[src/rtl/bffu_pkg.sv]
package bffu_pkg;
    localparam int DATA_W    = 16;
    localparam int EXP_W     = 8;
    localparam int FRAC_W    = 7;
    localparam int BIAS      = 127;
    localparam int OP_W      = 3;
    localparam int INT_LIMIT = 255;
    localparam int POS_W     = $clog2(DATA_W) + 1;
    localparam int MANT_W    = FRAC_W + 1;

    typedef struct packed {
        logic              sign;
        logic [EXP_W-1:0]  exp;
        logic [FRAC_W-1:0] frac;
    } bf16_t;

    typedef enum logic [OP_W-1:0] {
        OP_MANT   = 3'd0,
        OP_ADDEXP = 3'd1,
        OP_SUBEXP = 3'd2,
        OP_EXP2F  = 3'd3,
        OP_INT    = 3'd4,
        OP_FRAC   = 3'd5,
        OP_U2F    = 3'd6,
        OP_RSVD   = 3'd7
    } bffu_op_e;

    // Index of the highest set bit; 0 for a zero word.
    function automatic logic [POS_W-1:0] top_bit(input logic [DATA_W-1:0] v);
        logic [POS_W-1:0] pos;
        pos = '0;
        for (int i = 0; i < DATA_W; i++) begin
            if (v[i]) pos = POS_W'(i);
        end
        return pos;
    endfunction

    // Align the leading one to the MSB of the word.
    function automatic logic [DATA_W-1:0] align_top(input logic [DATA_W-1:0] v,
                                                    input logic [POS_W-1:0] pos);
        return v << (POS_W'(DATA_W - 1) - pos);
    endfunction
endpackage

[src/rtl/bffu_exp_ops.sv]
module bffu_exp_ops
    import bffu_pkg::*;
(
    input  logic [DATA_W-1:0] a_i,
    input  logic [DATA_W-1:0] b_i,
    output logic [DATA_W-1:0] mant_o,
    output logic [DATA_W-1:0] addexp_o,
    output logic [DATA_W-1:0] subexp_o,
    output logic [DATA_W-1:0] exp2f_o
);
    localparam logic [EXP_W-1:0] BIAS_E = EXP_W'(BIAS);

    bf16_t             x, y;
    logic [EXP_W-1:0]  sum_e, diff_e, mag, cv_exp;
    logic              neg;
    logic [POS_W-1:0]  pos;
    logic [DATA_W-1:0] norm;

    always_comb begin
        x = bf16_t'(a_i);
        y = bf16_t'(b_i);

        mant_o   = {{(DATA_W-FRAC_W){1'b0}}, x.frac};

        sum_e    = x.exp + b_i[EXP_W-1:0];
        addexp_o = {x.sign, sum_e, x.frac};

        diff_e   = x.exp - y.exp + BIAS_E;
        subexp_o = {x.sign | y.sign, diff_e, x.frac};

        neg    = x.exp < BIAS_E;
        mag    = neg ? (BIAS_E - x.exp) : (x.exp - BIAS_E);
        pos    = top_bit(DATA_W'(mag));
        norm   = align_top(DATA_W'(mag), pos);
        cv_exp = BIAS_E + EXP_W'(pos);
        if (mag == '0) begin
            exp2f_o = '0;
        end else begin
            exp2f_o = {neg, cv_exp, norm[DATA_W-2 -: FRAC_W]};
        end
    end
endmodule

[src/rtl/bffu_int_split.sv]
module bffu_int_split
    import bffu_pkg::*;
(
    input  logic [DATA_W-1:0] a_i,
    output logic [DATA_W-1:0] int_o,
    output logic [DATA_W-1:0] frac_o,
    output logic              ovf_o
);
    localparam logic [EXP_W-1:0] BIAS_E = EXP_W'(BIAS);
    localparam int SH_W = $clog2(MANT_W);

    bf16_t             x;
    logic [MANT_W-1:0] mant, int_mag, frac_mag, mask;
    logic [EXP_W-1:0]  up, down;
    logic [SH_W-1:0]   rs;

    always_comb begin
        x        = bf16_t'(a_i);
        mant     = {1'b1, x.frac};
        int_mag  = '0;
        frac_mag = '0;
        ovf_o    = 1'b0;
        up       = x.exp - BIAS_E;
        down     = BIAS_E - x.exp;
        rs       = '0;
        mask     = '0;
        if (x.exp < BIAS_E) begin
            // |value| < 1: everything is fraction
            if (down < EXP_W'(MANT_W)) frac_mag = mant >> down[SH_W-1:0];
        end else if (up >= EXP_W'(MANT_W)) begin
            int_mag = MANT_W'(INT_LIMIT);
            ovf_o   = 1'b1;
        end else begin
            rs       = SH_W'(FRAC_W) - up[SH_W-1:0];
            mask     = (MANT_W'(1) << rs) - MANT_W'(1);
            int_mag  = mant >> rs;
            frac_mag = (mant & mask) << up[SH_W-1:0];
            ovf_o    = int_mag == MANT_W'(INT_LIMIT);
        end
        int_o  = x.sign ? -DATA_W'(int_mag)  : DATA_W'(int_mag);
        frac_o = x.sign ? -DATA_W'(frac_mag) : DATA_W'(frac_mag);
    end
endmodule

[src/rtl/bffu_u2f.sv]
module bffu_u2f
    import bffu_pkg::*;
(
    input  logic [DATA_W-1:0] a_i,
    output logic [DATA_W-1:0] flt_o
);
    localparam logic [EXP_W-1:0] BIAS_E = EXP_W'(BIAS);
    localparam int LOW_W = DATA_W - MANT_W;

    logic [POS_W-1:0]  pos;
    logic [DATA_W-1:0] norm;
    logic [MANT_W-1:0] keep;
    logic              guard, sticky, bump;
    logic [MANT_W:0]   rounded;
    logic [EXP_W-1:0]  e;

    always_comb begin
        pos     = top_bit(a_i);
        norm    = align_top(a_i, pos);
        keep    = norm[DATA_W-1 -: MANT_W];
        guard   = norm[LOW_W-1];
        sticky  = |norm[LOW_W-2:0];
        bump    = guard & (sticky | keep[0]);
        rounded = {1'b0, keep} + (MANT_W+1)'(bump);
        e       = BIAS_E + EXP_W'(pos) + EXP_W'(rounded[MANT_W]);
        if (a_i == '0) begin
            flt_o = '0;
        end else if (rounded[MANT_W]) begin
            flt_o = {1'b0, e, {FRAC_W{1'b0}}};
        end else begin
            flt_o = {1'b0, e, rounded[FRAC_W-1:0]};
        end
    end
endmodule

[src/rtl/bf16_field_unit.sv]
module bf16_field_unit
    import bffu_pkg::*;
(
    input  logic              clk,
    input  logic              rst,
    input  logic [OP_W-1:0]   op_i,
    input  logic [DATA_W-1:0] a_i,
    input  logic [DATA_W-1:0] b_i,
    output logic [DATA_W-1:0] res_o,
    output logic              pred_o
);
    logic [DATA_W-1:0] mant_w, addexp_w, subexp_w, exp2f_w;
    logic [DATA_W-1:0] int_w, frac_w, u2f_w;
    logic              ovf_w;
    logic [DATA_W-1:0] res_d;
    logic              pred_d;
    bffu_op_e          op;

    bffu_exp_ops u_exp (
        .a_i      (a_i),
        .b_i      (b_i),
        .mant_o   (mant_w),
        .addexp_o (addexp_w),
        .subexp_o (subexp_w),
        .exp2f_o  (exp2f_w)
    );

    bffu_int_split u_split (
        .a_i    (a_i),
        .int_o  (int_w),
        .frac_o (frac_w),
        .ovf_o  (ovf_w)
    );

    bffu_u2f u_cvt (
        .a_i   (a_i),
        .flt_o (u2f_w)
    );

    always_comb begin
        op     = bffu_op_e'(op_i);
        pred_d = 1'b0;
        unique case (op)
            OP_MANT:   res_d = mant_w;
            OP_ADDEXP: res_d = addexp_w;
            OP_SUBEXP: res_d = subexp_w;
            OP_EXP2F:  res_d = exp2f_w;
            OP_INT: begin
                res_d  = int_w;
                pred_d = ovf_w;
            end
            OP_FRAC:   res_d = frac_w;
            OP_U2F:    res_d = u2f_w;
            default:   res_d = '0;
        endcase
    end

    always_ff @(posedge clk) begin
        if (rst) begin
            res_o  <= '0;
            pred_o <= 1'b0;
        end else begin
            res_o  <= res_d;
            pred_o <= pred_d;
        end
    end
endmodule

[config.mk]
export PLATFORM = sky130hd
export DESIGN_NAME = bf16_field_unit
export DESIGN_NICKNAME = d
export VERILOG_FILES = /design/src/rtl/bffu_pkg.sv /design/src/rtl/bffu_exp_ops.sv /design/src/rtl/bffu_int_split.sv /design/src/rtl/bffu_u2f.sv /design/src/rtl/bf16_field_unit.sv
export SDC_FILE = /design/constraint.sdc
export NUM_CORES = 1
export LEC_CHECK = 0
export ABC_AREA = 0
export BUFFER_PORTS_ARGS = -buffer_cell sky130_fd_sc_hd__buf_2
export CORE_ASPECT_RATIO = 2
export CORE_MARGIN = 5
export CORE_UTILIZATION = 56
export DETAILED_ROUTE_END_ITERATION = 8
export PLACE_DENSITY = 0.76
export SKIP_LAST_GASP = 1
export SYNTH_ARGS = -nofsm -noshare
export SYNTH_HDL_FRONTEND = slang
export SYNTH_SLANG_ARGS = --single-unit
export TNS_END_PERCENT = 100
[constraint.sdc]
create_clock -name clk -period 13.8 [get_ports clk]
set_input_delay 1.38 -clock clk [delete_from_list [all_inputs] [get_ports clk]]
set_output_delay 1.38 -clock clk [all_outputs]
set_load 0.05 [all_outputs]
[Word-level counts from Yosys, hierarchy flattened]
Index checks and enable logic that the tools add are counted.
W data, S select, Z words.
Storage, ports and cells
  bits in registers: 17
  input bits: 37
  output and inout port bits: 17
  word-level logic and storage cells: 78
Operators by class
  $add $sub $neg: 15
  order comparisons: 3
  equal/unequal tests: 7
  shift-type cells: 6
  mux-type cells: 35
  bitwise operators: 5
  reductions and logical operators: 5
Operators with widths (count)
  $pmux W16 S7: 1
  $mux W16: 3
  $mux W8: 6
  $mux W4: 8
  $neg A8 Y16: 2
  $mux W3: 8
  $logic_not A16 Y1: 1
  $shl A16 B5 Y16: 1
  $shr A8 B3 Y8: 2
  $mux W15: 1
  $shl A8 B5 Y15: 1
  $add A8 B1 Y9: 1
  $eq A3 B3 Y1 const B: 3
  $add A7 B3 Y8 const A: 1
  $add A7 B4 Y8 const A: 1
  $add A8 B1 Y8: 1
  $add A8 B7 Y8 const B: 1
  $add A8 B8 Y8: 1
  $and A8 B8 Y8: 1
  $eq A8 B8 Y1 const B: 1
  $ge A8 B4 Y1 const B: 1
  $logic_not A8 Y1: 1
  $lt A8 B4 Y1 const B: 1
  $lt A8 B7 Y1 const B: 1
  other kinds (20): 27

[Depth between registers and ports, before layout]
Gate-level depths: netlist (run 1).
  word-level depth: 24
  gate-level depth with buffers: 20
  depth with buffers taken out: 18

[Modules after synthesis]
From an unflattened synthesis (run 1), not the netlist that was laid out.
Unflattened totals
  cell total of the unflattened synthesis: 861
  area, all modules: 6168.4 um^2
Modules (own cells, without submodules)
  bffu_int_split: instances 1, cells each 267, area an instance 1865.5 um^2, seq. area each 0.0 um^2
  bffu_exp_ops: instances 1, cells each 214, area an instance 1575.3 um^2, seq. area each 0.0 um^2
  bf16_field_unit: instances 1, cells each 173, area an instance 1450.1 um^2, seq. area each 340.3 um^2
  bffu_u2f: instances 1, cells each 207, area an instance 1277.5 um^2, seq. area each 0.0 um^2

[Worst setup path after synthesis (run 1)]
Ideal clock, no wire load.
  kind: in2reg
  from: input a_i[8]
  to: register res_o[7]
  data arrival time: 5.490 ns
  required time: 13.685 ns
  setup slack: 8.196 ns
  cell stages on the path: 15
  cells stage by stage: buf_2 clkbuf_1 inv_1 ha_1 clkbuf_1 mux4_2 mux2_2 or3b_1 or4_1 o41ai_1 ha_1 a32o_1 a221oi_1 o221ai_1 o21a_1
Between the ends
  cells in the longest elaborated chain, start to end: 17
RTL lines
  start, declared: RTL line bf16_field_unit.sv:7  | input logic [DATA_W-1:0] a_i,
  $mux W4 (8 in a row): RTL line bffu_pkg.sv:33  | if (v[i]) pos = POS_W'(i);
  $sub A4 B4 Y5: RTL line bffu_pkg.sv:41  | return v << (POS_W'(DATA_W - 1) - pos);
  $shl A16 B5 Y16: RTL line bffu_pkg.sv:41
  $reduce_or A7 Y1: RTL line bffu_u2f.sv:22  | sticky = |norm[LOW_W-2:0];
  $or A1 B1 Y1: RTL line bffu_u2f.sv:23  | bump = guard & (sticky | keep[0]);
  $and A1 B1 Y1: RTL line bffu_u2f.sv:23
  $add A8 B1 Y9: RTL line bffu_u2f.sv:24  | rounded = {1'b0, keep} + (MANT_W+1)'(bump);
  $add A8 B1 Y8: RTL line bffu_u2f.sv:25  | e = BIAS_E + EXP_W'(pos) + EXP_W'(rounded[MANT_W]);
  $mux W15: RTL line bffu_u2f.sv:26  | if (a_i == '0) begin
  $pmux W16 S7 (*): RTL line bf16_field_unit.sv:43  | unique case (op)
  end signal, assigned: RTL line bf16_field_unit.sv:63  | res_o <= res_d;
  end, declared: RTL line bf16_field_unit.sv:9  | output logic [DATA_W-1:0] res_o,
Every way passes the cells marked *; elsewhere a longest branch is shown, timed or not.
A chain may end at the register's enable or synchronous reset.

[Final worst setup path (run 1)]
  from: input a_i[7]
  to: register res_o[7]
Between the ends
  cells in the longest elaborated chain, start to end: 18
RTL lines (RTL line)
  $mux W3: bffu_pkg.sv:33
  $mux W4 (8 in a row): bffu_pkg.sv:33
  $sub A4 B4 Y5: bffu_pkg.sv:41
  $shl A16 B5 Y16: bffu_pkg.sv:41
  $reduce_or A7 Y1: bffu_u2f.sv:22
  $or A1 B1 Y1: bffu_u2f.sv:23
  $and A1 B1 Y1: bffu_u2f.sv:23
  $add A8 B1 Y9: bffu_u2f.sv:24
  $add A8 B1 Y8: bffu_u2f.sv:25
  $mux W15: bffu_u2f.sv:26
  $pmux W16 S7 (*): bf16_field_unit.sv:43
Marked as above.

==> out/results.tsv, run 1 <==
metric	value	unit
dieWidth	77.5	um
synthesis.area	5100	um2
cp_cell_sequence	buf_2 > buf_4 > clkinv_1 > ha_1 > mux4_2 > mux2_2 > or3b_1 > or4_1 > o41ai_1 > ha_1 > a32o_1 > a221oi_1 > o221ai_1 > o21a_1	
finalSetupViolCount	0	
crit_fanout	52	
wl_per_cell	25.3	um
area_growth	5.06	%
crit_buf_inv	3	
worst-endpoint-required	13.94	ns
cp-end-kind	register	
worstMarginPinSlew	1.12	ns
fin_nets	823	
cp-start-kind	primary input	
async_flop_share	0	%
cts.path.max_buffers	2	
cp_slowest_stage_delay	0.93	ns
rsz0062_at_grt	false	
wl_met3	1.71	mm
power_leakage	2.19	nW
p_per_area	60.0	nW/um2
drive_above_1_share	11.4	%
cts_sinks	17	
ant_nets	0	
cts_buffers	3	
min_path_type	primary input to register	
grt_antenna_before_repair	0	
status	completed	
ys_seq_area_share	6.68	%
cts_root_buffer	clkbuf_16	
synthFlopType	dfxtp_1	
htreeDepth	1	
wl	21.5	mm
slew_headroom	25.5	%
tns	0	ns
yosysWarnings	0	
synth.area.top_cells	ha_1, dfxtp_1, a21oi_1	
crit_family	compound AO/OA/AOI/OAI gates	
synth-seq-cells	17	
period_needed	6.72	ns
avgSynthCellArea	6.86	um2
synth_largest_area_cell	ha_1	
cts.repair.resized	0	
firstDrtPassIters	6	
grt_pass1_wl	33.1	mm
start_util	56.9	%
yosysTopAreaCellShare	9.08	%
slew_viol_final	0	
drt-vias-per-instance	7.52	
ios	54	
worst_slack	7.08	ns
path_class	primary input to register	
critPathSlowestCell	ha_1	
wl_met2	11.0	mm
vias	6380	
die-area	11200	um2
synth.distinct_cells	85	
fmax	149	MHz
fillers	882	
syn_nets	819	
met1_length	7.08	mm
place_ws	7.00	ns
drtIter0Drc	656	
drc	0	
port_buffers	53	
synth-edff-count	0	
critPathArrivalTime	6.86	ns
synth_cells	743	
min_period_over_period	48.7	%
cts_setup_buffers	0	
ctsHoldBuffers	0	
overflow	0	
grt_max_degree	53	
highest_layer	met4	
chipHeight	145	um
antennaDiodeCount	0	
core_region_area	8950	um2
vdd_drop_max	0.0755	mV
clkTransAtPathRegs	0.05	ns
drv_cap	0	
dp.final_hpwl	16.4	mm
grt_usage	36.3	%
rows	49	
grt_pass1_vias	6255	
cts_tree	done	
cpMostUsedCell	ha_1	
place.gp.congestion	1.02	
hold_violations	0	
## synthesized netlist by cell type (all sizes together) (5+ instances only)
master / instances
a2111oi: 5
a211oi: 15
a21o: 14
a21oi: 51
a22oi: 10
a31oi: 18
a32oi: 8
and2: 6
and3: 6
buf: 27
clkbuf: 32
dfxtp: 17
ha: 37
inv: 34
mux2i: 23
nand2: 67
nand2b: 14
nand3: 22
nand4: 9
nor2: 52
nor2b: 12
nor3: 24
nor3b: 5
nor4: 11
o211ai: 13
o21a: 8
o21ai: 51
o22ai: 8
o311ai: 5
o31ai: 7
o32a: 5
o32ai: 5
or3: 8
xnor2: 19
xor2: 11
## cells by family (layout without fill, tap and decap cells)
| group | after synthesis | in the layout | synth area share, % |
|---|---|---|---|
| AOI/OAI and AO/OA | 274 | 274 | 37.7 |
| buffers and inverters | 97 | 100 | 7.73 |
| and+or+nand+nor | 256 | 256 | 25.9 |
| muxes | 30 | 30 | 6.97 |
| DFF | 17 | 17 | 6.68 |
| adders and majority gates | 39 | 39 | 9.87 |
| xor gates and xnor gates | 30 | 30 | 5.15 |
## metrics by stage
step | power, mW | std cells | hold slack (ns) | utilization [%] | area, um2
2_1_floorplan | 0.201 | 743 | 1.46 | - | 5100
3_3_place_gp | 0.251 | 844 | 1.69 | 58.9 | 5280
3_5_place_dp | 0.255 | 844 | 1.67 | 58.9 | 5280
4_1_cts | 0.314 | 848 | 1.41 | 59.8 | 5360
5_1_grt | 0.338 | 848 | 1.43 | 59.8 | 5360
6_report | 0.321 | 848 | 1.43 | 59.8 | 5360
## cells in the final DEF, fill, tap and decap left out, types with 9 or more instances in the layout
| cell type | Yosys | final |
|---|---|---|
| nand2_1 | 67 | 67 |
| buf_2 | 18 | 53 |
| nor2_1 | 51 | 51 |
| a21oi_1 | 51 | 51 |
| o21ai_0 | 47 | 47 |
| ha_1 | 37 | 37 |
| inv_1 | 33 | 33 |
| nor3_1 | 24 | 24 |
| nand3_1 | 22 | 22 |
| mux2i_1 | 22 | 22 |
| xnor2_1 | 19 | 19 |
| a31oi_1 | 18 | 18 |
| dfxtp_1 | 17 | 17 |
| nand2b_1 | 14 | 14 |
| a211oi_1 | 14 | 14 |
| a21o_1 | 14 | 14 |
| o211ai_1 | 13 | 13 |
| nor2b_1 | 12 | 12 |
| xor2_1 | 11 | 11 |
| a22oi_1 | 10 | 10 |
| nand4_1 | 9 | 9 |
## routing by layer
layer  GRT usage (%)  vias up
li1                -     2845
met3            4.65      120
met2            64.8      470
met1            38.2     2945
met4            24.8        0
met5               0        -
## path summary, 6_finish.rpt
check | to | cells after the start | startpoint | slack (ns)
hold / removal | pred_o$_SDFF_PP0_ | 2 | rst | 1.43
setup / recovery | res_o[7]$_SDFF_PP0_ | 14 | a_i[7] | 7.08
## area by class of cell
| class | count | area, um2 | share of cell area [%] |
|---|---|---|---|
| Clock buffer | 4 | 78.8 | 1.47 |
| Sequential cell | 17 | 340 | 6.36 |
| Inverter | 38 | 143 | 2.66 |
| Tap cell | 102 | 128 | 2.38 |
| Multi-Input combinational cell | 629 | 4360 | 81.5 |
| Timing Repair Buffer | 58 | 303 | 5.65 |
## sequential cells by signal, indices dropped and copies added (netlist names)
name,count
pred_o,1
res_o,16
## report_power, final
group / leakage (nW) / total (mW) / internal, mW / switching, mW
sequential: 0.140 / 0.0539 / 0.0529 / 0.00107
clock: 0.0382 / 0.0584 / 0.0393 / 0.0192
combinational: 2.01 / 0.209 / 0.0696 / 0.139
total: 2.19 / 0.321 / 0.162 / 0.159
Note: power is estimated with default switching activity, not from simulation.
==> run 2, diff against run 1 <==
==> constraint.sdc (replaced) <==
create_clock -name clk -period 6.59 [get_ports clk]
set_input_delay 0.659 -clock clk [delete_from_list [all_inputs] [get_ports clk]]
set_output_delay 0.659 -clock clk [all_outputs]
set_load 0.05 [all_outputs]
==> run 2 against run 1 <==
Cell area is 0.56% higher. Sequential share of layout area hardly changed. Critical path type unchanged. Clock power is 120% higher. Critical path depth is 3 higher. Cell count is 0.47% higher.
==> out/results.tsv, run 2 (synthesis gave the netlist of run 1 again) <==
metric	value	unit
fin_hold_ws	0.702	ns
top_register	res_o	
grt_max_degree	38	
dp.final_hpwl	17.1	mm
place.gp.congestion	1.06	
vdd_drop_max	0.163	mV
cts_root_buffer	clkbuf_16	
grt_pass1_vias	6368	
cts_sinks	17	
vias	6448	
firstDrtPassIters	8	
grt_antenna_before_repair	0	
reg.largest.list	res_o x16, pred_o x1	
tns	0	ns
core_region_area	8950	um2
htreeDepth	1	
cts_tree	done	
overflow	0	
slew_headroom	27.6	%
cts.repair.resized	0	
drt-vias-per-instance	7.57	
ios	54	
crit_fanout	20	
area_growth	5.65	%
cts_buffers	3	
fillers	890	
p_per_area	127	nW/um2
cp-end-kind	register	
drc	0	
power_leakage	2.21	nW
fin_util	60.2	%
layout_commonest_cell	nand2_1	
clkTransAtPathRegs	0.06	ns
hold_violations	0	
largest_register_ffs	16	
worst-endpoint-required	6.74	ns
cp-start-kind	primary input	
drive_above_1_share	11.9	%
wl_per_cell	26.5	um
drv_cap	0	
rsz0062_at_grt	false	
grt_usage	38.6	%
start_util	56.9	%
critPathArrivalTime	5.52	ns
cts.path.max_buffers	2	
finalSetupViolCount	0	
worstMarginPinSlew	1.08	ns
dieWidth	77.5	um
ctsHoldBuffers	0	
die-area	11200	um2
final_cell_mix	nand2_1, buf_2, nor2_1, a21oi_1, o21ai_0	
rows	49	
slew_viol_final	0	
port_buffers	53	
wl	22.6	mm
min_period_over_period	81.5	%
path_class	primary input to register	
status	completed	
grt_pass1_wl	34.5	mm
fmax	186	MHz
min_path_type	primary input to register	
chipHeight	145	um
ant_nets	0	
drtIter0Drc	779	
period_needed	5.37	ns
cts_setup_buffers	0	
antennaDiodeCount	0	
fin_nets	827	
==> run 2: layout make-up <==
type	instances	area (um2)	area share (%)
well taps	102	128	2.37
repair buffers	62	333	6.18
inverters	38	143	2.65
clock buffers	4	78.8	1.46
multi-input cells	629	4360	81.0
flip-flops and latches	17	340	6.32
==> run 2: final timing paths <==
path                from                  end  slack [ns]  depth (start not counted)
setup / recovery  a_i[7]  res_o[7]$_SDFF_PP0_        1.22                         17
hold / removal       rst    pred_o$_SDFF_PP0_        0.70                          2
==> run 2: worst max-delay path, cell delays in order <==
cell      delay (ns)
buf_2           0.32
ha_1            0.50
ha_1            0.50
buf_4           0.33
nand2_1         0.08
ha_1            0.28
xnor2_1         0.24
nor3_1          0.09
a311oi_1        0.52
o22ai_1         0.21
a32oi_1         0.44
nand3_1         0.22
nor3_1          0.20
ha_1            0.26
a221oi_1        0.30
o221ai_1        0.18
o21a_1          0.19
==> run 2: metal layers <==
metal  vias up  share of wire (%)  track usage [%]  routed length [um]
li1       2852                  -                -                   -
met4         0                8.7             28.4                1980
met5         -                  0                0                   0
met2       453                 50             67.0               11400
met1      2997                 33             40.9                7420
met3       146                8.0             5.58                1810
==> run 2: where the power goes <==
| part | internal (mW) | switching (mW) |
|---|---|---|
| sequential | 0.111 | 0.00258 |
| clock | 0.0824 | 0.0454 |
| combinational | 0.148 | 0.295 |
==> run 2: stage by stage <==
| step | setup WS (ns) | total power [mW] | instance area (um2) | cells |
|---|---|---|---|---|
| after CTS | 1.32 | 0.665 | 5390 | 852 |
| after global routing | 0.935 | 0.715 | 5390 | 852 |
| after detailed placement | 1.09 | 0.538 | 5310 | 848 |
| final | 1.22 | 0.684 | 5390 | 852 |
| after global placement | 1.24 | 0.534 | 5310 | 848 |
| after floorplan | 1.71 | 0.420 | 5100 | 743 |
==> run 3, diff against run 2 <==
==> constraint.sdc (replaced) <==
create_clock -name clk -period 5.2 [get_ports clk]
set_input_delay 0.52 -clock clk [delete_from_list [all_inputs] [get_ports clk]]
set_output_delay 0.52 -clock clk [all_outputs]
set_load 0.05 [all_outputs]
==> run 3 against run 2 <==
First-iteration DRC count down 1.4%. Highest routed layer unchanged. Global-route usage down 0.22 points. Critical path type unchanged. Critical path depth up 2. Routed wire length down 1.3%.
==> out/results.tsv, run 3 (synthesis gave the netlist of run 1 again) <==
metric	value	unit
cp-end-kind	register	
drtIter0Drc	768	
cts_tree	done	
crit_fanout	26	
cts.repair.resized	0	
grt_max_degree	27	
grt_antenna_before_repair	0	
ios	54	
cts_root_buffer	clkbuf_16	
fillers	903	
worst-endpoint-required	5.34	ns
rows	49	
p_per_area	157	nW/um2
period_needed	4.61	ns
drt-vias-per-instance	7.41	
slew_headroom	38.2	%
cts_buffers	3	
whs_path_depth	2	
wl	22.3	mm
finalSetupViolCount	0	
largest_register_ffs	16	
ctsHoldBuffers	0	
cts.path.max_buffers	2	
drc	0	
core_region_area	8950	um2
path_class	primary input to register	
drv_cap	0	
overflow	0	
cts_setup_buffers	0	
final_cell_mix	nand2_1, buf_2, nor2_1, a21oi_1, o21ai_0	
ant_nets	0	
power_leakage	2.32	nW
rsz0062_at_grt	false	
grt_pass1_vias	6487	
place.gp.congestion	1.04	
hold_path_end	pred_o$_SDFF_PP0_	
worstHoldStart	rst	
layout_commonest_cell	nand2_1	
cp-start-kind	primary input	
cts_sinks	17	
vias	6486	
hold_violations	0	
min_path_type	primary input to register	
fin_nets	850	
reg.largest.list	res_o x16, pred_o x1	
die-area	11200	um2
htreeDepth	1	
chipHeight	145	um
wl_per_cell	25.5	um
grt_pass1_wl	34.9	mm
top_register	res_o	
port_buffers	53	
antennaDiodeCount	0	
clkTransAtPathRegs	0.05	ns
tns	0	ns
dp.final_hpwl	17.7	mm
slew_viol_final	0	
area_growth	9.06	%
fmax	217	MHz
min_period_over_period	88.6	%
critPathArrivalTime	4.74	ns
status	completed	
firstDrtPassIters	6	
grt_usage	38.4	%
drive_above_1_share	14.6	%
start_util	56.9	%
worstMarginPinSlew	0.925	ns
dieWidth	77.5	um
total_power	872	uW
vdd_drop_max	0.254	mV
==> run 3: cell count changes in the layout (fill, tap and decap cells not counted), sizes merged <==
cell,previous run,this run
clkbuf,4,3
clkinv,4,5
buf,62,85
==> run 3: metal layers <==
metal | track usage, % | part of all wire [%] | vias up | wire, um
li1 | - | - | 2901 | -
met1 | 39.5 | 32 | 2971 | 7080
met2 | 67.2 | 50 | 452 | 11100
met3 | 4.65 | 7.9 | 162 | 1770
met4 | 31.0 | 11 | 0 | 2390
met5 | 0 | 0 | - | 0
==> run 3: per-stage QoR <==
step                      util (%)  hold slack (ns)  area [um2]  setup WS [ns]  std cells
final                         62.1            0.583        5560          0.594        875
after global routing          62.1            0.579        5560          0.339        875
after CTS                     62.1            0.573        5560          0.702        875
after detailed placement      61.2            0.827        5480          0.440        871
after global placement        61.2            0.850        5480          0.490        871
after floorplan                  -            0.596        5100          0.456        743
==> run 3: cell type report <==
type,count,area (um2),share of cell area [%]
Multi-Input combinational cell,629,4360,78.5
Timing Repair Buffer,85,505,9.09
Sequential cell,17,340,6.12
Inverter,38,143,2.57
Tap cell,102,128,2.30
Clock buffer,3,75.1,1.35
Clock inverter,1,5.00,0.0900
==> run 3: worst max-delay path: stages <==
cell and delay, ns:
buf_2 0.39, nand2b_1 0.35, nand2_1 0.19, a211o_4 0.44, inv_2 0.21, mux2i_1 0.31, o21ai_0 0.12, a21oi_1 0.35
nor2_1 0.09, ha_1 0.23, o21ai_1 0.11, and4b_4 0.25, nand2_1 0.07, ha_1 0.15, and3_1 0.19, ha_1 0.16
nor2_1 0.05, a221o_1 0.26, o31a_1 0.28
==> run 3: worst max path at each step <==
stage	depth (start not counted)	start	endpoint	slack, ns
after floorplan	15	a_i[8]	res_o[7]$_SDFF_PP0_	0.46
after global placement	19	a_i[14]	res_o[14]$_SDFF_PP0_	0.49
after detailed placement	19	a_i[14]	res_o[14]$_SDFF_PP0_	0.44
after CTS	19	a_i[14]	res_o[14]$_SDFF_PP0_	0.70
after global routing	19	a_i[14]	res_o[14]$_SDFF_PP0_	0.34
final	19	a_i[14]	res_o[14]$_SDFF_PP0_	0.59
==> run 3: report_power, final <==
part,leakage (nW),internal (mW),total [mW],switching (mW)
combinational,2.14,0.200,0.575,0.375
sequential,0.140,0.140,0.143,0.00275
clock,0.0409,0.103,0.154,0.0514
total,2.32,0.443,0.872,0.429
